## config.mk

```make
export PLATFORM = sky130hd
export DESIGN_NAME = dwatch_unit
export DESIGN_NICKNAME = d
export VERILOG_FILES = /design/src/rtl/dwatch_pkg.sv /design/src/rtl/dwatch_regs.sv /design/src/rtl/dwatch_cmp.sv /design/src/rtl/dwatch_status.sv /design/src/rtl/dwatch_unit.sv
export SDC_FILE = /design/constraint.sdc
export NUM_CORES = 1
export LEC_CHECK = 0
export CORE_MARGIN = 2
export CORE_UTILIZATION = 54
export DETAILED_ROUTE_END_ITERATION = 12
export PLACE_DENSITY = 0.74
export SYNTH_ARGS = -nofsm -noshare
export SYNTH_HDL_FRONTEND = slang
export SYNTH_HIERARCHICAL = 1
export SYNTH_SLANG_ARGS = --single-unit
```

## constraint.sdc

```tcl
create_clock -name clk -period 2.1 [get_ports clk]
set_clock_uncertainty 0.15 [all_clocks]
set_input_delay 0.42 -clock clk [delete_from_list [all_inputs] [get_ports clk]]
set_output_delay 0.42 -clock clk [all_outputs]
set_load 0.02 [all_outputs]
```

## src/rtl/dwatch_pkg.sv

```systemverilog
package dwatch_pkg;

  localparam int MASK_W = 4;

  typedef enum logic [1:0] {
    KIND_ANY     = 2'b00,
    KIND_LOAD    = 2'b01,
    KIND_STORE   = 2'b10,
    KIND_ANY_ALT = 2'b11
  } acc_kind_e;

  typedef enum logic [1:0] {
    SEL_ADDR     = 2'b00,
    SEL_DATA     = 2'b01,
    SEL_BOTH     = 2'b10,
    SEL_BOTH_ALT = 2'b11
  } match_sel_e;

  typedef enum logic [1:0] {
    RGN_MISC = 2'b00,
    RGN_ADDR = 2'b01,
    RGN_CFG  = 2'b10,
    RGN_DATA = 2'b11
  } region_e;

  // bit layout: sel [7:6], kind [5:4], mask [3:0]
  typedef struct packed {
    match_sel_e          sel;
    acc_kind_e           kind;
    logic [MASK_W-1:0]   mask;
  } cmp_cfg_t;

  localparam int CFG_BITS = $bits(cmp_cfg_t);

  function automatic logic kind_ok(input acc_kind_e kind, input logic is_write);
    case (kind)
      KIND_LOAD:  return !is_write;
      KIND_STORE: return is_write;
      default:    return 1'b1;
    endcase
  endfunction

  function automatic logic sel_ok(input match_sel_e sel, input logic a_ok, input logic d_ok);
    case (sel)
      SEL_ADDR: return a_ok;
      SEL_DATA: return d_ok;
      default:  return a_ok && d_ok;
    endcase
  endfunction

endpackage

```

## src/rtl/dwatch_regs.sv

```systemverilog
module dwatch_regs
  import dwatch_pkg::*;
#(
  parameter int NUM_CMP = 4,
  parameter int AW      = 32,
  parameter int DW      = 32,
  parameter int REG_W   = 32,
  localparam int IDX_W  = $clog2(NUM_CMP),
  localparam int CA_W   = IDX_W + 2
) (
  input  logic                          clk,
  input  logic                          rst_n,
  input  logic                          cfg_we,
  input  logic [CA_W-1:0]               cfg_addr,
  input  logic [REG_W-1:0]              cfg_wdata,
  output logic [REG_W-1:0]              cfg_rdata,
  input  logic [NUM_CMP-1:0]            status,
  output logic [NUM_CMP-1:0]            cmp_en,
  output logic [NUM_CMP-1:0][AW-1:0]    ref_addr,
  output logic [NUM_CMP-1:0][DW-1:0]    ref_data,
  output cmp_cfg_t [NUM_CMP-1:0]        ref_cfg,
  output logic [NUM_CMP-1:0]            clr_vec
);

  localparam logic [IDX_W-1:0] IDX_CTRL = IDX_W'(0);
  localparam logic [IDX_W-1:0] IDX_STAT = IDX_W'(1);

  region_e          region;
  logic [IDX_W-1:0] idx;

  assign region = region_e'(cfg_addr[CA_W-1 -: 2]);
  assign idx    = cfg_addr[IDX_W-1:0];

  assign clr_vec = (cfg_we && region == RGN_MISC && idx == IDX_STAT)
                   ? cfg_wdata[NUM_CMP-1:0] : '0;

  always_ff @(posedge clk or negedge rst_n) begin
    if (!rst_n) begin
      cmp_en   <= '0;
      ref_addr <= '0;
      ref_data <= '0;
      ref_cfg  <= '0;
    end else if (cfg_we) begin
      case (region)
        RGN_MISC: if (idx == IDX_CTRL) cmp_en <= cfg_wdata[NUM_CMP-1:0];
        RGN_ADDR: ref_addr[idx] <= cfg_wdata[AW-1:0];
        RGN_CFG:  ref_cfg[idx]  <= cmp_cfg_t'(cfg_wdata[CFG_BITS-1:0]);
        RGN_DATA: ref_data[idx] <= cfg_wdata[DW-1:0];
        default:  ;
      endcase
    end
  end

  always_comb begin
    cfg_rdata = '0;
    case (region)
      RGN_MISC: begin
        if (idx == IDX_CTRL)      cfg_rdata = REG_W'(cmp_en);
        else if (idx == IDX_STAT) cfg_rdata = REG_W'(status);
      end
      RGN_ADDR: cfg_rdata = REG_W'(ref_addr[idx]);
      RGN_CFG:  cfg_rdata = REG_W'(ref_cfg[idx]);
      RGN_DATA: cfg_rdata = REG_W'(ref_data[idx]);
      default:  cfg_rdata = '0;
    endcase
  end

endmodule

```

## src/rtl/dwatch_cmp.sv

```systemverilog
module dwatch_cmp
  import dwatch_pkg::*;
#(
  parameter int AW = 32,
  parameter int DW = 32
) (
  input  logic           enable,
  input  logic [AW-1:0]  ref_addr,
  input  logic [DW-1:0]  ref_data,
  input  cmp_cfg_t       cfg,
  input  logic           acc_valid,
  input  logic [AW-1:0]  acc_addr,
  input  logic           acc_write,
  input  logic [DW-1:0]  acc_data,
  output logic           hit
);

  // Address equality above the lowest n bits
  function automatic logic addr_match(input logic [AW-1:0] a,
                                      input logic [AW-1:0] b,
                                      input logic [MASK_W-1:0] n);
    return ((a ^ b) >> n) == '0;
  endfunction

  logic addr_ok, data_ok, kind_fit;

  always_comb begin
    addr_ok  = addr_match(acc_addr, ref_addr, cfg.mask);
    data_ok  = (acc_data == ref_data);
    kind_fit = kind_ok(cfg.kind, acc_write);
    hit      = enable && acc_valid && kind_fit && sel_ok(cfg.sel, addr_ok, data_ok);
  end

endmodule

```

## src/rtl/dwatch_status.sv

```systemverilog
module dwatch_status #(
  parameter int NUM_CMP = 4
) (
  input  logic               clk,
  input  logic               rst_n,
  input  logic [NUM_CMP-1:0] hit,
  input  logic [NUM_CMP-1:0] clr,
  output logic [NUM_CMP-1:0] status
);

  // A fresh hit outranks a clear in the same cycle
  always_ff @(posedge clk or negedge rst_n) begin
    if (!rst_n) status <= '0;
    else        status <= (status & ~clr) | hit;
  end

endmodule

```

## src/rtl/dwatch_unit.sv

```systemverilog
module dwatch_unit
  import dwatch_pkg::*;
#(
  parameter int NUM_CMP = 4,
  parameter int AW      = 32,
  parameter int DW      = 32,
  parameter int REG_W   = 32,
  localparam int CA_W   = $clog2(NUM_CMP) + 2
) (
  input  logic               clk,
  input  logic               rst_n,
  input  logic               cfg_we,
  input  logic [CA_W-1:0]    cfg_addr,
  input  logic [REG_W-1:0]   cfg_wdata,
  output logic [REG_W-1:0]   cfg_rdata,
  input  logic               acc_valid,
  input  logic [AW-1:0]      acc_addr,
  input  logic               acc_write,
  input  logic [DW-1:0]      acc_data,
  output logic [NUM_CMP-1:0] wp_match,
  output logic               halt_req
);

  logic [NUM_CMP-1:0]          cmp_en;
  logic [NUM_CMP-1:0]          cmp_hit;
  logic [NUM_CMP-1:0]          clr_vec;
  logic [NUM_CMP-1:0][AW-1:0]  ref_addr;
  logic [NUM_CMP-1:0][DW-1:0]  ref_data;
  cmp_cfg_t [NUM_CMP-1:0]      ref_cfg;
  logic [NUM_CMP-1:0]          status;

  dwatch_regs #(
    .NUM_CMP(NUM_CMP), .AW(AW), .DW(DW), .REG_W(REG_W)
  ) u_regs (
    .clk      (clk),
    .rst_n    (rst_n),
    .cfg_we   (cfg_we),
    .cfg_addr (cfg_addr),
    .cfg_wdata(cfg_wdata),
    .cfg_rdata(cfg_rdata),
    .status   (status),
    .cmp_en   (cmp_en),
    .ref_addr (ref_addr),
    .ref_data (ref_data),
    .ref_cfg  (ref_cfg),
    .clr_vec  (clr_vec)
  );

  for (genvar i = 0; i < NUM_CMP; i++) begin : g_cmp
    dwatch_cmp #(.AW(AW), .DW(DW)) u_cmp (
      .enable   (cmp_en[i]),
      .ref_addr (ref_addr[i]),
      .ref_data (ref_data[i]),
      .cfg      (ref_cfg[i]),
      .acc_valid(acc_valid),
      .acc_addr (acc_addr),
      .acc_write(acc_write),
      .acc_data (acc_data),
      .hit      (cmp_hit[i])
    );
  end

  dwatch_status #(.NUM_CMP(NUM_CMP)) u_status (
    .clk   (clk),
    .rst_n (rst_n),
    .hit   (cmp_hit),
    .clr   (clr_vec),
    .status(status)
  );

  assign wp_match = status;
  assign halt_req = |status;

endmodule

```

==> metrics.yaml <==
status: "finished with violations"
violations: "negative setup slack"
numCtsBuffers: 35
io_pins: 142
grt_pass1_wl_um: 102000
p_leak_nw: 11.5
clock.fmax_ghz: 0.387
layout.nets: 2203
critPathSlowestCell: "dfrtp_2"
cpLargestDelayFamily: "flip-flops"
timing.final.ws_setup_ns: -0.487
crit_required_ns: 1.53
vias: 15900
p_total_mw: 25.4
r2r-start: "u_regs/ref_addr[29]$_DFFE_PN0P_"
syn_to_final_growth_pct: 43.0
yosys-top-cells-area: "dfrtp_1 41%, mux2_2 15%, xor2_1 9.3%"
whs_ns: 0.195
drive_above_1_share: 0.487
num_rows: 67
synthCells: 1493
final.fill_count: 2000
drt_pass1_iterations: 8
dp_hpwl_um: 47900
final_cell_mix: "445 x buf_4, 292 x dfrtp_1, 242 x mux2_2"
synth_seq_cells: 296
timing.final.crit_share: 1.23
cts_tree: "built"
relSlewSlack: 0.541
endpoint: "cfg_rdata[0]"
path_depth: 4
async_reset_ff_frac: 1.00
path_buf_inv: 1
dieArea_mm2: 0.0350
ys_types: 51
initial_core_util: 0.544
final_common_cell: "buf_4"
synth_top_area_frac: 0.409
seqCellArea_mm2: 0.00741
fin_crit_ns: 2.59
synthFlopType: "dfrtp_1"
grt.total_usage: 0.385
cts_root_buffer: "clkbuf_16"
routedWlPerCell_um: 26.5
antenna_found_initial: 3
routed_wl_um: 67900
synth_warnings: 6
tightest_slew_ns: 0.686
crit_path_max_incr_delay_ns: 0.46
yosys.area.top_type: "dfrtp_1"
syn-num-nets: 1606
grt_max_degree: 80
drv_cap: 0
seq_area_frac_synth: 0.409
fin_util: 0.778
setup_viol: 37
cts_max_level: 2
core_mm2: 0.0333
first_iter_violations: 1490
rr_endpoint: "u_status/status[0]$_DFF_PN0_"
post-place-ws_ns: -1.08
cts_buffer_depth: 3
worst_setup_path_start_kind: "register"
critPathArrivalTime_ns: 2.02
netlist_area_mm2: 0.0181
min_path_type: "primary input to async pin"
critPathLaunch: "u_regs/ref_cfg[0]$_DFFE_PN0P_"
worstPathCellList: "mux2_2 -> a222oi_1 -> nand3_1 -> buf_6"
grt_pass1_vias: 16800
reg2reg_slack_ns: -0.36
clock_latency_ns: 0.53
irDropWorstVdd_mv: 0.715
drc_errors: 0
overflow: 0
power.density_mw_per_mm2: 981
rsz0062_at_grt: "true"
multi_input_comb_area_mm2: 0.0110
ant_nets: 0
reg2regPathDepth: 9
worstSetupPathType: "register to output pin"
path_max_fanout: 4
clkTransAtPathRegs_ns: 0.07
routed_via_density: 6.21
synth-edff-count: 0
syn-mean-instance-area_um2: 12.1
io_buffers: 141
die_w_um: 187
drv_slew: 0
end_kind: "output pin"
clock-sinks: 296
die_h_um: 187
gp_congestion: 1.05
report.final.hold_viol_count: 0
==> sequential cells by signal, indices dropped and copies added, names as in the netlist <==
name and flops:
u_regs/cmp_en 4, u_status/status 4, u_regs/ref_data 128, u_regs/ref_addr 128, u_regs/ref_cfg 32
==> stage by stage <==
step	TNS, ns	instances	cell area [µm²]
after floorplan	-1.34	1493	18200
after global placement	-154.00	2424	23300
after detailed placement	-160.61	2424	23300
after CTS	-11.50	2540	25400
after global routing	-14.17	2560	25900
final	-12.53	2562	25900
==> report_power, final <==
part | internal [mW] | total [mW] | switching [mW] | leakage [nW]
combinational | 5.80 | 11.2 | 5.41 | 7.31
sequential | 7.02 | 7.96 | 0.936 | 3.63
clock | 3.72 | 6.23 | 2.51 | 0.565
total | 16.5 | 25.4 | 8.85 | 11.5
==> cells by family (layout without fill, tap and decap cells) <==
kind of cell | count (synthesis) | count (layout) | share of synthesized area
multiplexers | 424 | 424 | 0.303
flip-flops | 296 | 296 | 0.409
AND/OR/NAND/NOR | 284 | 284 | 0.0854
XOR/XNOR | 256 | 256 | 0.124
AO/OA/AOI/OAI | 124 | 124 | 0.0464
buffers and inverters | 101 | 720 | 0.0266
adder cells (fa/ha/maj) | 8 | 8 | 0.00553
other | 0 | 2 | 0
==> layout make-up <==
class,instances,share of cell area
Antenna cell,2,0.000193
Clock buffer,49,0.0390
Clock inverter,10,0.00551
Inverter,28,0.00483
Multi-Input combinational cell,1096,0.426
Sequential cell,296,0.286
Tap cell,448,0.0216
Timing Repair Buffer,632,0.217
Timing Repair inverter,1,0.000242
==> how the worst min path moves through the flow <==
stage / start / slack [ns] / end
finish: rst_n / 0.19 / u_regs/ref_addr[23]$_DFFE_PN0P_
detailed placement: rst_n / 0.13 / u_regs/ref_addr[61]$_DFFE_PN0P_
floorplan: rst_n / -0.03 / u_regs/cmp_en[0]$_DFFE_PN0P_
global placement: rst_n / 0.13 / u_regs/ref_addr[61]$_DFFE_PN0P_
global route: rst_n / 0.21 / u_regs/ref_addr[23]$_DFFE_PN0P_
CTS: rst_n / 0.20 / u_regs/ref_addr[23]$_DFFE_PN0P_
==> Yosys cell counts (all sizes together) (5+ instances only) <==
master     n
a21oi     20
and2       8
buf       47
clkbuf    26
dfrtp    296
ha         8
inv       28
mux2     308
mux2i     48
mux4      68
nand2     33
nand2b     6
nand3     43
nand3b     6
nand4     16
nor2      59
nor2b     26
nor3      21
nor3b      5
nor4      32
nor4b     13
o2111ai    8
o211ai     8
o21ai     32
o22ai      8
o32ai      8
or3       10
xnor2     64
xor2     192
==> metal layers <==
layer	global-route usage	routed length [µm]	up-vias
met5	0	11	-
met1	0.485	25400	8041
met3	0.0702	5650	285
met2	0.636	32300	905
li1	-	-	6684
met4	0.203	4540	2
==> what timing repair did <==
action                                  in CTS  in global routing
hold buffers                                 1                  0
resized for setup                          296                 63
endpoints found under the setup margin      56                 37
endpoints found under the hold margin      296                  0
buffers inserted                            58                 23
pin swaps                                   54                 27
gates cloned                                 4                  0
Note: power is estimated with default switching activity, not from simulation.
